==> src/rtl/hyb_bpred_pkg.sv <==
package hyb_bpred_pkg;

  localparam logic [2:0] KIND_COND  = 3'd0;
  localparam logic [2:0] KIND_CALL  = 3'd1;
  localparam logic [2:0] KIND_RET   = 3'd2;
  localparam logic [2:0] KIND_INDIR = 3'd3;

  typedef enum logic [1:0] {
    SEL_FALL,
    SEL_TABLE,
    SEL_STATIC,
    SEL_STACK
  } predSel_e;

  typedef struct packed {
    logic     tblClear;
    logic     tblWrite;
    logic     tblAlloc;
    logic     stkPush;
    logic     stkPop;
    logic     stkClear;
    predSel_e sel;
    logic     taken;
  } bpStrobe_t;

endpackage

==> src/rtl/hyb_bpred_ctrl.sv <==
module hyb_bpred_ctrl
  import hyb_bpred_pkg::*;
(
  input  logic       lookupValid,
  input  logic [2:0] lookupKind,
  input  logic       dispNeg,
  input  logic       updValid,
  input  logic       flush,
  input  logic       lookHit,
  input  logic       lookCtrMsb,
  input  logic       updHit,
  input  logic       stkEmpty,
  output bpStrobe_t  strobe,
  output logic       predHit
);

  logic tableKind;
  assign tableKind = (lookupKind == KIND_COND) || (lookupKind == KIND_CALL) ||
                     (lookupKind == KIND_INDIR);

  always_comb begin
    strobe       = '0;
    strobe.sel   = SEL_FALL;
    strobe.taken = 1'b0;
    predHit      = 1'b0;
    if (lookupValid) begin
      if (tableKind && lookHit) begin
        predHit      = 1'b1;
        strobe.taken = lookCtrMsb;
        strobe.sel   = lookCtrMsb ? SEL_TABLE : SEL_FALL;
      end else begin
        case (lookupKind)
          KIND_COND: begin
            strobe.taken = dispNeg;
            strobe.sel   = dispNeg ? SEL_STATIC : SEL_FALL;
          end
          KIND_CALL: begin
            strobe.taken = 1'b1;
            strobe.sel   = SEL_STATIC;
          end
          KIND_RET: begin
            strobe.taken = 1'b1;
            strobe.sel   = SEL_STACK;
          end
          default: begin
            strobe.taken = 1'b0;
            strobe.sel   = SEL_FALL;
          end
        endcase
      end
    end
    strobe.tblClear = flush;
    strobe.stkClear = flush;
    strobe.tblWrite = updValid && !flush;
    strobe.tblAlloc = updValid && !flush && !updHit;
    strobe.stkPush  = lookupValid && (lookupKind == KIND_CALL) && !flush;
    strobe.stkPop   = lookupValid && (lookupKind == KIND_RET) && !flush && !stkEmpty;
  end

endmodule

==> src/rtl/hyb_bpred_dp.sv <==
module hyb_bpred_dp
  import hyb_bpred_pkg::*;
#(
  parameter int ADDR_W    = 32,
  parameter int IDX_W     = 4,
  parameter int STK_DEPTH = 16
) (
  input  logic              clk,
  input  logic              rstN,
  input  bpStrobe_t         strobe,
  input  logic [ADDR_W-1:0] lookupAddr,
  input  logic [ADDR_W-1:0] lookupDisp,
  input  logic [ADDR_W-1:0] lookupFall,
  input  logic [ADDR_W-1:0] updAddr,
  input  logic [ADDR_W-1:0] updTarget,
  input  logic              updTaken,
  output logic              lookHit,
  output logic              lookCtrMsb,
  output logic              updHit,
  output logic              stkEmpty,
  output logic [ADDR_W-1:0] predTarget
);

  localparam int ENTRIES = 1 << IDX_W;
  localparam int TAG_W   = ADDR_W - IDX_W;
  localparam int PTR_W   = $clog2(STK_DEPTH);
  localparam int CNT_W   = $clog2(STK_DEPTH + 1);

  logic              entValid [ENTRIES];
  logic [TAG_W-1:0]  entTag   [ENTRIES];
  logic [1:0]        entCtr   [ENTRIES];
  logic [ADDR_W-1:0] entTarget[ENTRIES];

  logic [IDX_W-1:0] lookIdx, updIdx;
  logic [TAG_W-1:0] lookTag, updTag;
  assign lookIdx = lookupAddr[IDX_W-1:0];
  assign lookTag = lookupAddr[ADDR_W-1:IDX_W];
  assign updIdx  = updAddr[IDX_W-1:0];
  assign updTag  = updAddr[ADDR_W-1:IDX_W];

  assign lookHit    = entValid[lookIdx] && (entTag[lookIdx] == lookTag);
  assign lookCtrMsb = entCtr[lookIdx][1];
  assign updHit     = entValid[updIdx] && (entTag[updIdx] == updTag);

  always_ff @(posedge clk or negedge rstN) begin
    if (!rstN) begin
      for (int e = 0; e < ENTRIES; e++) begin
        entValid[e]  <= 1'b0;
        entTag[e]    <= '0;
        entCtr[e]    <= 2'b00;
        entTarget[e] <= '0;
      end
    end else if (strobe.tblClear) begin
      for (int e = 0; e < ENTRIES; e++) entValid[e] <= 1'b0;
    end else if (strobe.tblWrite) begin
      entValid[updIdx] <= 1'b1;
      entTag[updIdx]   <= updTag;
      if (strobe.tblAlloc) entCtr[updIdx] <= updTaken ? 2'b10 : 2'b01;
      else if (updTaken && entCtr[updIdx] != 2'b11) entCtr[updIdx] <= entCtr[updIdx] + 2'b01;
      else if (!updTaken && entCtr[updIdx] != 2'b00) entCtr[updIdx] <= entCtr[updIdx] - 2'b01;
      if (strobe.tblAlloc || updTaken) entTarget[updIdx] <= updTarget;
    end
  end

  // Return stack: circular buffer, count saturates so a full push drops the oldest.
  logic [ADDR_W-1:0] stkMem[STK_DEPTH];
  logic [PTR_W-1:0]  stkPtr;
  logic [CNT_W-1:0]  stkCnt;
  logic [ADDR_W-1:0] stkTop;

  assign stkTop   = stkMem[stkPtr - PTR_W'(1)];
  assign stkEmpty = (stkCnt == '0);

  always_ff @(posedge clk or negedge rstN) begin
    if (!rstN) begin
      for (int s = 0; s < STK_DEPTH; s++) stkMem[s] <= '0;
      stkPtr <= '0;
      stkCnt <= '0;
    end else if (strobe.stkClear) begin
      stkPtr <= '0;
      stkCnt <= '0;
    end else if (strobe.stkPush) begin
      stkMem[stkPtr] <= lookupFall;
      stkPtr         <= stkPtr + PTR_W'(1);
      if (stkCnt != CNT_W'(STK_DEPTH)) stkCnt <= stkCnt + CNT_W'(1);
    end else if (strobe.stkPop) begin
      stkPtr <= stkPtr - PTR_W'(1);
      stkCnt <= stkCnt - CNT_W'(1);
    end
  end

  always_comb begin
    case (strobe.sel)
      SEL_TABLE:  predTarget = entTarget[lookIdx];
      SEL_STATIC: predTarget = lookupAddr + lookupDisp;
      SEL_STACK:  predTarget = stkEmpty ? lookupFall : stkTop;
      default:    predTarget = lookupFall;
    endcase
  end

endmodule

==> src/rtl/hyb_bpred.sv <==
module hyb_bpred
  import hyb_bpred_pkg::*;
#(
  parameter int ADDR_W    = 32,
  parameter int IDX_W     = 4,
  parameter int STK_DEPTH = 16
) (
  input  logic              clk,
  input  logic              rstN,
  input  logic              lookupValid,
  input  logic [ADDR_W-1:0] lookupAddr,
  input  logic [2:0]        lookupKind,
  input  logic [ADDR_W-1:0] lookupDisp,
  input  logic [ADDR_W-1:0] lookupFall,
  input  logic              updValid,
  input  logic [ADDR_W-1:0] updAddr,
  input  logic [ADDR_W-1:0] updTarget,
  input  logic              updTaken,
  input  logic              flush,
  output logic              predTaken,
  output logic [ADDR_W-1:0] predTarget,
  output logic              predHit
);

  bpStrobe_t strobe;
  logic lookHit, lookCtrMsb, updHit, stkEmpty;

  hyb_bpred_ctrl u_ctrl (
    .lookupValid(lookupValid),
    .lookupKind (lookupKind),
    .dispNeg    (lookupDisp[ADDR_W-1]),
    .updValid   (updValid),
    .flush      (flush),
    .lookHit    (lookHit),
    .lookCtrMsb (lookCtrMsb),
    .updHit     (updHit),
    .stkEmpty   (stkEmpty),
    .strobe     (strobe),
    .predHit    (predHit)
  );

  hyb_bpred_dp #(
    .ADDR_W   (ADDR_W),
    .IDX_W    (IDX_W),
    .STK_DEPTH(STK_DEPTH)
  ) u_dp (
    .clk       (clk),
    .rstN      (rstN),
    .strobe    (strobe),
    .lookupAddr(lookupAddr),
    .lookupDisp(lookupDisp),
    .lookupFall(lookupFall),
    .updAddr   (updAddr),
    .updTarget (updTarget),
    .updTaken  (updTaken),
    .lookHit   (lookHit),
    .lookCtrMsb(lookCtrMsb),
    .updHit    (updHit),
    .stkEmpty  (stkEmpty),
    .predTarget(predTarget)
  );

  assign predTaken = strobe.taken;

endmodule

==> config.mk <==
export PLATFORM = sky130hd
export DESIGN_NAME = hyb_bpred
export DESIGN_NICKNAME = d
export VERILOG_FILES = /design/src/rtl/hyb_bpred_pkg.sv /design/src/rtl/hyb_bpred_ctrl.sv /design/src/rtl/hyb_bpred_dp.sv /design/src/rtl/hyb_bpred.sv
export SDC_FILE = /design/constraint.sdc
export NUM_CORES = 2
export LEC_CHECK = 0
export BUFFER_PORTS_ARGS = -buffer_cell sky130_fd_sc_hd__buf_2
export CORE_MARGIN = 2
export CORE_UTILIZATION = 50
export CTS_BUF_LIST = sky130_fd_sc_hd__clkbuf_8
export CTS_CLUSTER_DIAMETER = 200
export DETAILED_ROUTE_END_ITERATION = 8
export PLACE_DENSITY = 0.64
export SLEW_MARGIN = 15
export SYNTH_ARGS = -nofsm -noshare
export SYNTH_HDL_FRONTEND = slang
export SYNTH_SLANG_ARGS = --single-unit
==> constraint.sdc <==
create_clock -name clk -period 4.36 [get_ports clk]
set_input_delay 0.218 -clock clk [delete_from_list [all_inputs] [get_ports clk]]
set_output_delay 0.218 -clock clk [all_outputs]
set_load 0.1 [all_outputs]
After elaboration in Yosys (flattened, before gate mapping)
Cells that the tools add are included.

operators by class
  divide/modulo/power cells = 0
  eq/ne operators = 11
  $add $sub $neg = 7
  shift-type cells = 0
  bitwise gates (word level) = 6
  muxes and demuxes = 62
  $lt $le $gt $ge = 6
  reduce and logical (&&, ||, !) cells = 32
  multipliers = 0

operator list
  cell                                                 count
  bitwise mux 512 bit                                  2
  bitwise mux 448 bit                                  1
  two-way mux 32 bit                                   10
  binary-select mux 32 bit (select 4 bit)              2
  demux 32 bit (select 4 bit)                          2
  binary-select mux 28 bit (select 4 bit)              2
  two-way mux 28 bit                                   5
  demux 28 bit (select 4 bit)                          1
  bitwise mux 32 bit                                   3
  case mux 32 bit (3 select lines)                     1
  equality test 28 bit                                 2
  adder 32 bit                                         1
  two-way mux 16 bit                                   2
  >= comparator 5 bit (second input constant)          4
  two-way mux 5 bit                                    4
  NOT 4 -> 5 bit                                       4
  binary-select mux 2 bit (select 4 bit)               2
  bitwise OR 16 bit                                    1
  logical AND 1 bit                                    14
  two-way mux 2 bit                                    7
  two-way mux 4 bit                                    3
  < comparator 5 x 1 -> 1 bit (second input constant)  2
  case mux 3 bit (3 select lines)                      1
  binary-select mux 1 bit (select 4 bit)               2
  other kinds (26)                                     46

word-level totals
  memories = 0
  output and inout bits = 34
  latch bits = 0
  bits of input ports = 169
  word-level logic and storage cells = 206
  RAM bits = 0
  bits in registers = 1529
  bits in read-only memories = 0

Logic depth before layout (Yosys ltp)
  depth after elaboration = 11
  gate-level depth with buffers = 18
  depth with buffers taken out = 12

Hierarchy
From an unflattened synthesis, not the netlist that was laid out.

second synthesis, totals
  cells, all modules = 5276
  area total of the unflattened synthesis = 76588.5 sq um

by module, submodules not included
  module          area an instance (sq um)  times used  cells each  sequential area each (sq um)
  hyb_bpred_dp    76474.6                   1           5257        38261.7
  hyb_bpred_ctrl  113.9                     1           19          0.0

Worst setup path before layout
OpenSTA, ideal clock, no wires.

  path kind = reg-to-output
  start point = register u_dp.stkPtr[0]
  end point = output predTarget[28]
  setup slack = -1311 ps
  data required time = 4142 ps
  data arrival time = 5453 ps
  path buffers = 5
  cell stages (with the launch flop) = 15
  cells stage by stage = dfrtp_1 clkbuf_1 clkbuf_1 buf_1 inv_1 ha_1 buf_1 clkbuf_1 mux4_2 mux2i_1 nor2_1 a21oi_1 o21ai_0 o22ai_1 o21ai_0

between the ends
  longest elaborated chain between the ends = 7

RTL lines
  item                                                   line                text
  start, declared                                        hyb_bpred_dp.sv:67  logic [PTR_W-1:0] stkPtr;
  start signal, assigned                                 hyb_bpred_dp.sv:84  stkPtr <= stkPtr + PTR_W'(1);
  start signal, assigned                                 hyb_bpred_dp.sv:87  stkPtr <= stkPtr - PTR_W'(1);
  subtractor 4 x 1 -> 4 bit                              hyb_bpred_dp.sv:71  assign stkTop = stkMem[stkPtr - PTR_W'(1)];
  NOT 4 -> 5 bit (not written as such)                   hyb_bpred_dp.sv:71
  binary-select mux 32 bit (select 4 bit)                hyb_bpred_dp.sv:71
  two-way mux 32 bit (not written as such) (2 in a row)  hyb_bpred_dp.sv:71
  two-way mux 32 bit                                     hyb_bpred_dp.sv:96  SEL_STACK: predTarget = stkEmpty ? lookupFall : stkTop;
  case mux 32 bit (3 select lines)                       hyb_bpred_dp.sv:93  case (strobe.sel)
  end, declared                                          hyb_bpred.sv:21     output logic [ADDR_W-1:0] predTarget,

Every way passes these cells. The select of a mux whose other input is x is not followed.

Final worst setup path
  start point = register u_dp.entTag[154] (netlist bit)
  end point = output predTarget[26]

between the ends
  longest elaborated chain between the ends = 10
  elaborated cells between the ends (all ways) = 12
  those cells by class = eq/ne: 4; mux: 6; reduce/logical: 2

RTL lines
  item                                                                 line                  text
  start, declared                                                      hyb_bpred_dp.sv:30    logic [TAG_W-1:0] entTag [ENTRIES];
  start signal, assigned by index                                      hyb_bpred_dp.sv:57    entTag[updIdx] <= updTag;
  binary-select mux 28 bit (select 4 bit) (*)                          hyb_bpred_dp.sv:41    assign lookHit = entValid[lookIdx] && (entTag[lookIdx] == lookTag);
  two-way mux 28 bit (not written as such) (*) (2 in a row)            hyb_bpred_dp.sv:41
  equality test 28 bit (*)                                             hyb_bpred_dp.sv:41
  logical AND 1 bit (*)                                                hyb_bpred_dp.sv:41
  logical AND 1 bit (*)                                                hyb_bpred_ctrl.sv:27  if (tableKind && lookHit) begin
  two-way mux 3 bit (*)                                                hyb_bpred_ctrl.sv:27
  two-way mux 3 bit (*)                                                hyb_bpred_ctrl.sv:26  if (lookupValid) begin
  equality test 2 bit or equality test 2 x 1 -> 1 bit (tied branches)  hyb_bpred_dp.sv:93
  case mux 32 bit (3 select lines) (*)                                 hyb_bpred_dp.sv:93

Every way passes the cells marked *; elsewhere a longest branch is shown, timed or not. The select of a mux whose other input is x is not followed.

==> metrics.cfg <==
[sta]
rsz0062_at_grt = true
fmax_mhz = 203.9
finalHoldViolations = 0
slew_headroom_pct = 19.22
maxSlewViolCount = 0
period_share_pct = 112.5
fin_ws_ps = -543.5
worstMarginPinSlew_ps = 1209
whs_ps = 99.35
setup_violations = 34
period_needed_ps = 4904
fin_worst_skew_ps = 94.38

[synth]
synth_seq_cells = 1529
avgSynthCellArea_um2 = 14.90
yosysUniqueCellTypes = 79
synth_flop_cell = dfrtp_1
synth_warnings = 0
syn_area_um2 = 76480
synth-edff-count = 0
synthCells = 5133
async_reset_ff_share_pct = 100.0
yosysSeqAreaShare_pct = 50.03
syn_nets = 5345

[clock_network]
cts_tree = yes
clk_path_buf_depth = 4
insertion_delay_ps = 990
ctsRootBufferMaster = clkbuf_8
path_clk_slew_ps = 60
clock_sinks = 1529
htree_levels = 5
cts_buffers = 286

[global_route]
grt_start_max_net_pins = 129
grt_first_pass_wirelength_um = 342500
first_global_vias = 50791
antenna_found_initial = 18
gr-total-overflow = 0
grt.total_usage_pct = 29.52

[die]
pin_count = 203
die_h_um = 395.1
initial_core_util_pct = 50.34
die_area_um2 = 156100
rows = 143
die_x_um = 395.1
core_um2 = 151900

[routing]
drtIter0Drc = 3869
via_per_inst = 6.287
drt_wl_total_um = 229100
drtAntennaViolNets = 0
drt_drc_violations_left = 0
wl_per_cell_um = 29.37
vias = 49052
dr.pass1.iters = 5

[placement]
dp_slack_ps = -201.2
dpl.hpwl_um = 146000
placed_area_um2 = 82240
dp.cells = 7201
gp_congestion = 0.9794
io_buffers = 202

[setup_path]
slowest_stage = mux4_2
crit_fanout = 5
timing.critical_path.mode_cell = buf_4
worstPathRequired_ps = 4140
max_stage_delay_ps = 530
cp-start-kind = register
path_class = register to primary output
cp.arrival_ps = 4690
worst_setup_path_end_kind = primary output
path_cells = mux4_2 > mux4_2 > xnor2_2 > and4_1 > nand4_1 > buf_4 > nor4_4 > buf_4 > nand2b_4 > buf_12 > o21ai_0 > buf_4 > a21oi_4 > buf_12

[cells_and_area]
final_cell_area_um2 = 89640
layout_commonest_cell = dfrtp_1
nets = 5805
area_delta_synth_final_pct = 17.22
fin_cells = 7802
drive_above_1_share_pct = 53.31
final_cell_mix = dfrtp_1 (1528), mux2_2 (1479), mux4_2 (535)

[pwr]
power.density_nw_per_um2 = 430.4
power_mw = 38.58
static-leakage-power_nw = 40.90
peakVddDrop_uv = 301.5

[status]
violations = setup timing
outcome = complete, but fails checks

[flow_run]
drv_cap = 0

[min_path]
min_path_type = input port to register

[metal layers]
metal	vias to the layer above	wire length [µm]	track usage, %
met5	-	93	0
met4	14	7381	9.583
met3	425	17010	6.451
met2	1805	104700	44.71
met1	26432	99940	42.60
li1	20376	-	-
[worst paths after layout]
kind | startpoint | end | slack, ps | cells past startpoint
max | u_dp.entTag[154]$_DFFE_PN0P_ | predTarget[26] | -540 | 14
min | lookupFall[20] | u_dp.stkMem[84]$_DFFE_PN0P_ | 100 | 3
max reg2reg | u_dp.entTag[24]$_DFFE_PN0P_ | u_dp.entTarget[122]$_DFFE_PN0P_ | 600 | 10
min reg2reg | u_dp.stkMem[360]$_DFFE_PN0P_ | u_dp.stkMem[360]$_DFFE_PN0P_ | 480 | 2
max in group asynchronous | rstN | u_dp.entTarget[187]$_DFFE_PN0P_ | 2760 | 4
min in group asynchronous | rstN | u_dp.stkMem[31]$_DFFE_PN0P_ | 460 | 3
[state kept, by name (all words and copies together) (netlist names)]
register        cells
u_dp.entCtr        32
u_dp.stkMem       512
u_dp.entValid      16
u_dp.entTag       448
u_dp.stkCnt         5
u_dp.stkPtr         4
u_dp.entTarget    512
[worst max-delay path, delay by kind of cell (launching register included)]
| kind | cells | cell delay (ps) |
|---|---|---|
| compound gates | 2 | 310 |
| mux | 2 | 1000 |
| flops | 1 | 400 |
| buf+inv | 5 | 920 |
| xor+xnor | 1 | 230 |
| simple gates | 4 | 870 |
[per-stage QoR]
step / setup TNS [ps] / util, %
final: -13560 / 59.01
after global routing: -18830 / 59.01
after CTS: -14650 / 58.77
after detailed placement: -3007 / 54.14
after global placement: -1675 / 54.14
after floorplan: -8.092 / -
[logic make-up after synthesis]
group | Yosys count | synth area share, %
buf+inv | 487 | 2.808
simple gates | 432 | 2.794
flops | 1529 | 50.03
mux | 2135 | 39.16
xor+xnor | 95 | 1.088
fa+ha+maj | 43 | 0.7231
compound gates | 412 | 3.398
[cell type report]
cell class	count	area (µm²)
Clock inverter	111	658.1
Multi-Input combinational cell	3117	37080
Inverter	43	168.9
Timing Repair Buffer	616	6096
Sequential cell	1529	38270
Tap cell	2030	2540
Antenna cell	6	15.01
Clock buffer	350	4817
Fill cell	11959	62260
[synthesized netlist by cell type, types with 26 or more instances]
cell type | instances | area [µm²]
dfrtp_1 | 1529 | 38260
mux2_2 | 1479 | 16650
mux4_2 | 535 | 12050
clkbuf_1 | 275 | 1032
nand2_1 | 121 | 454.2
a21oi_1 | 112 | 560.5
nor2_1 | 107 | 401.6
mux2i_1 | 96 | 960.9
o21ai_0 | 90 | 450.4
a211oi_1 | 72 | 540.5
xnor2_1 | 70 | 613.1
buf_2 | 69 | 345.3
buf_4 | 48 | 360.4
buf_1 | 45 | 168.9
nand3_1 | 42 | 210.2
ha_1 | 41 | 513.0
inv_1 | 41 | 153.9
and2_1 | 37 | 231.5
o22ai_1 | 26 | 162.7
[repair_timing]
item	4_1_cts	5_1_grt
setup endpoints to repair	34	34
setup buffers	38	12
cloned	1	2
endpoints found under the hold margin	2223	0
pin swaps	24	27
gates resized for setup	73	73
hold buffers	101	0
[report_power, final]
| group | internal, mW | leakage, nW | total, mW | switching (mW) |
|---|---|---|---|---|
| clock network | 7.63 | 3.14 | 13.6 | 5.99 |
| logic | 4.00 | 17.7 | 7.51 | 3.52 |
| registers | 16.2 | 20.1 | 17.4 | 1.25 |
| total | 27.8 | 40.9 | 38.6 | 10.7 |
Note: power is estimated with default switching activity, not from simulation.
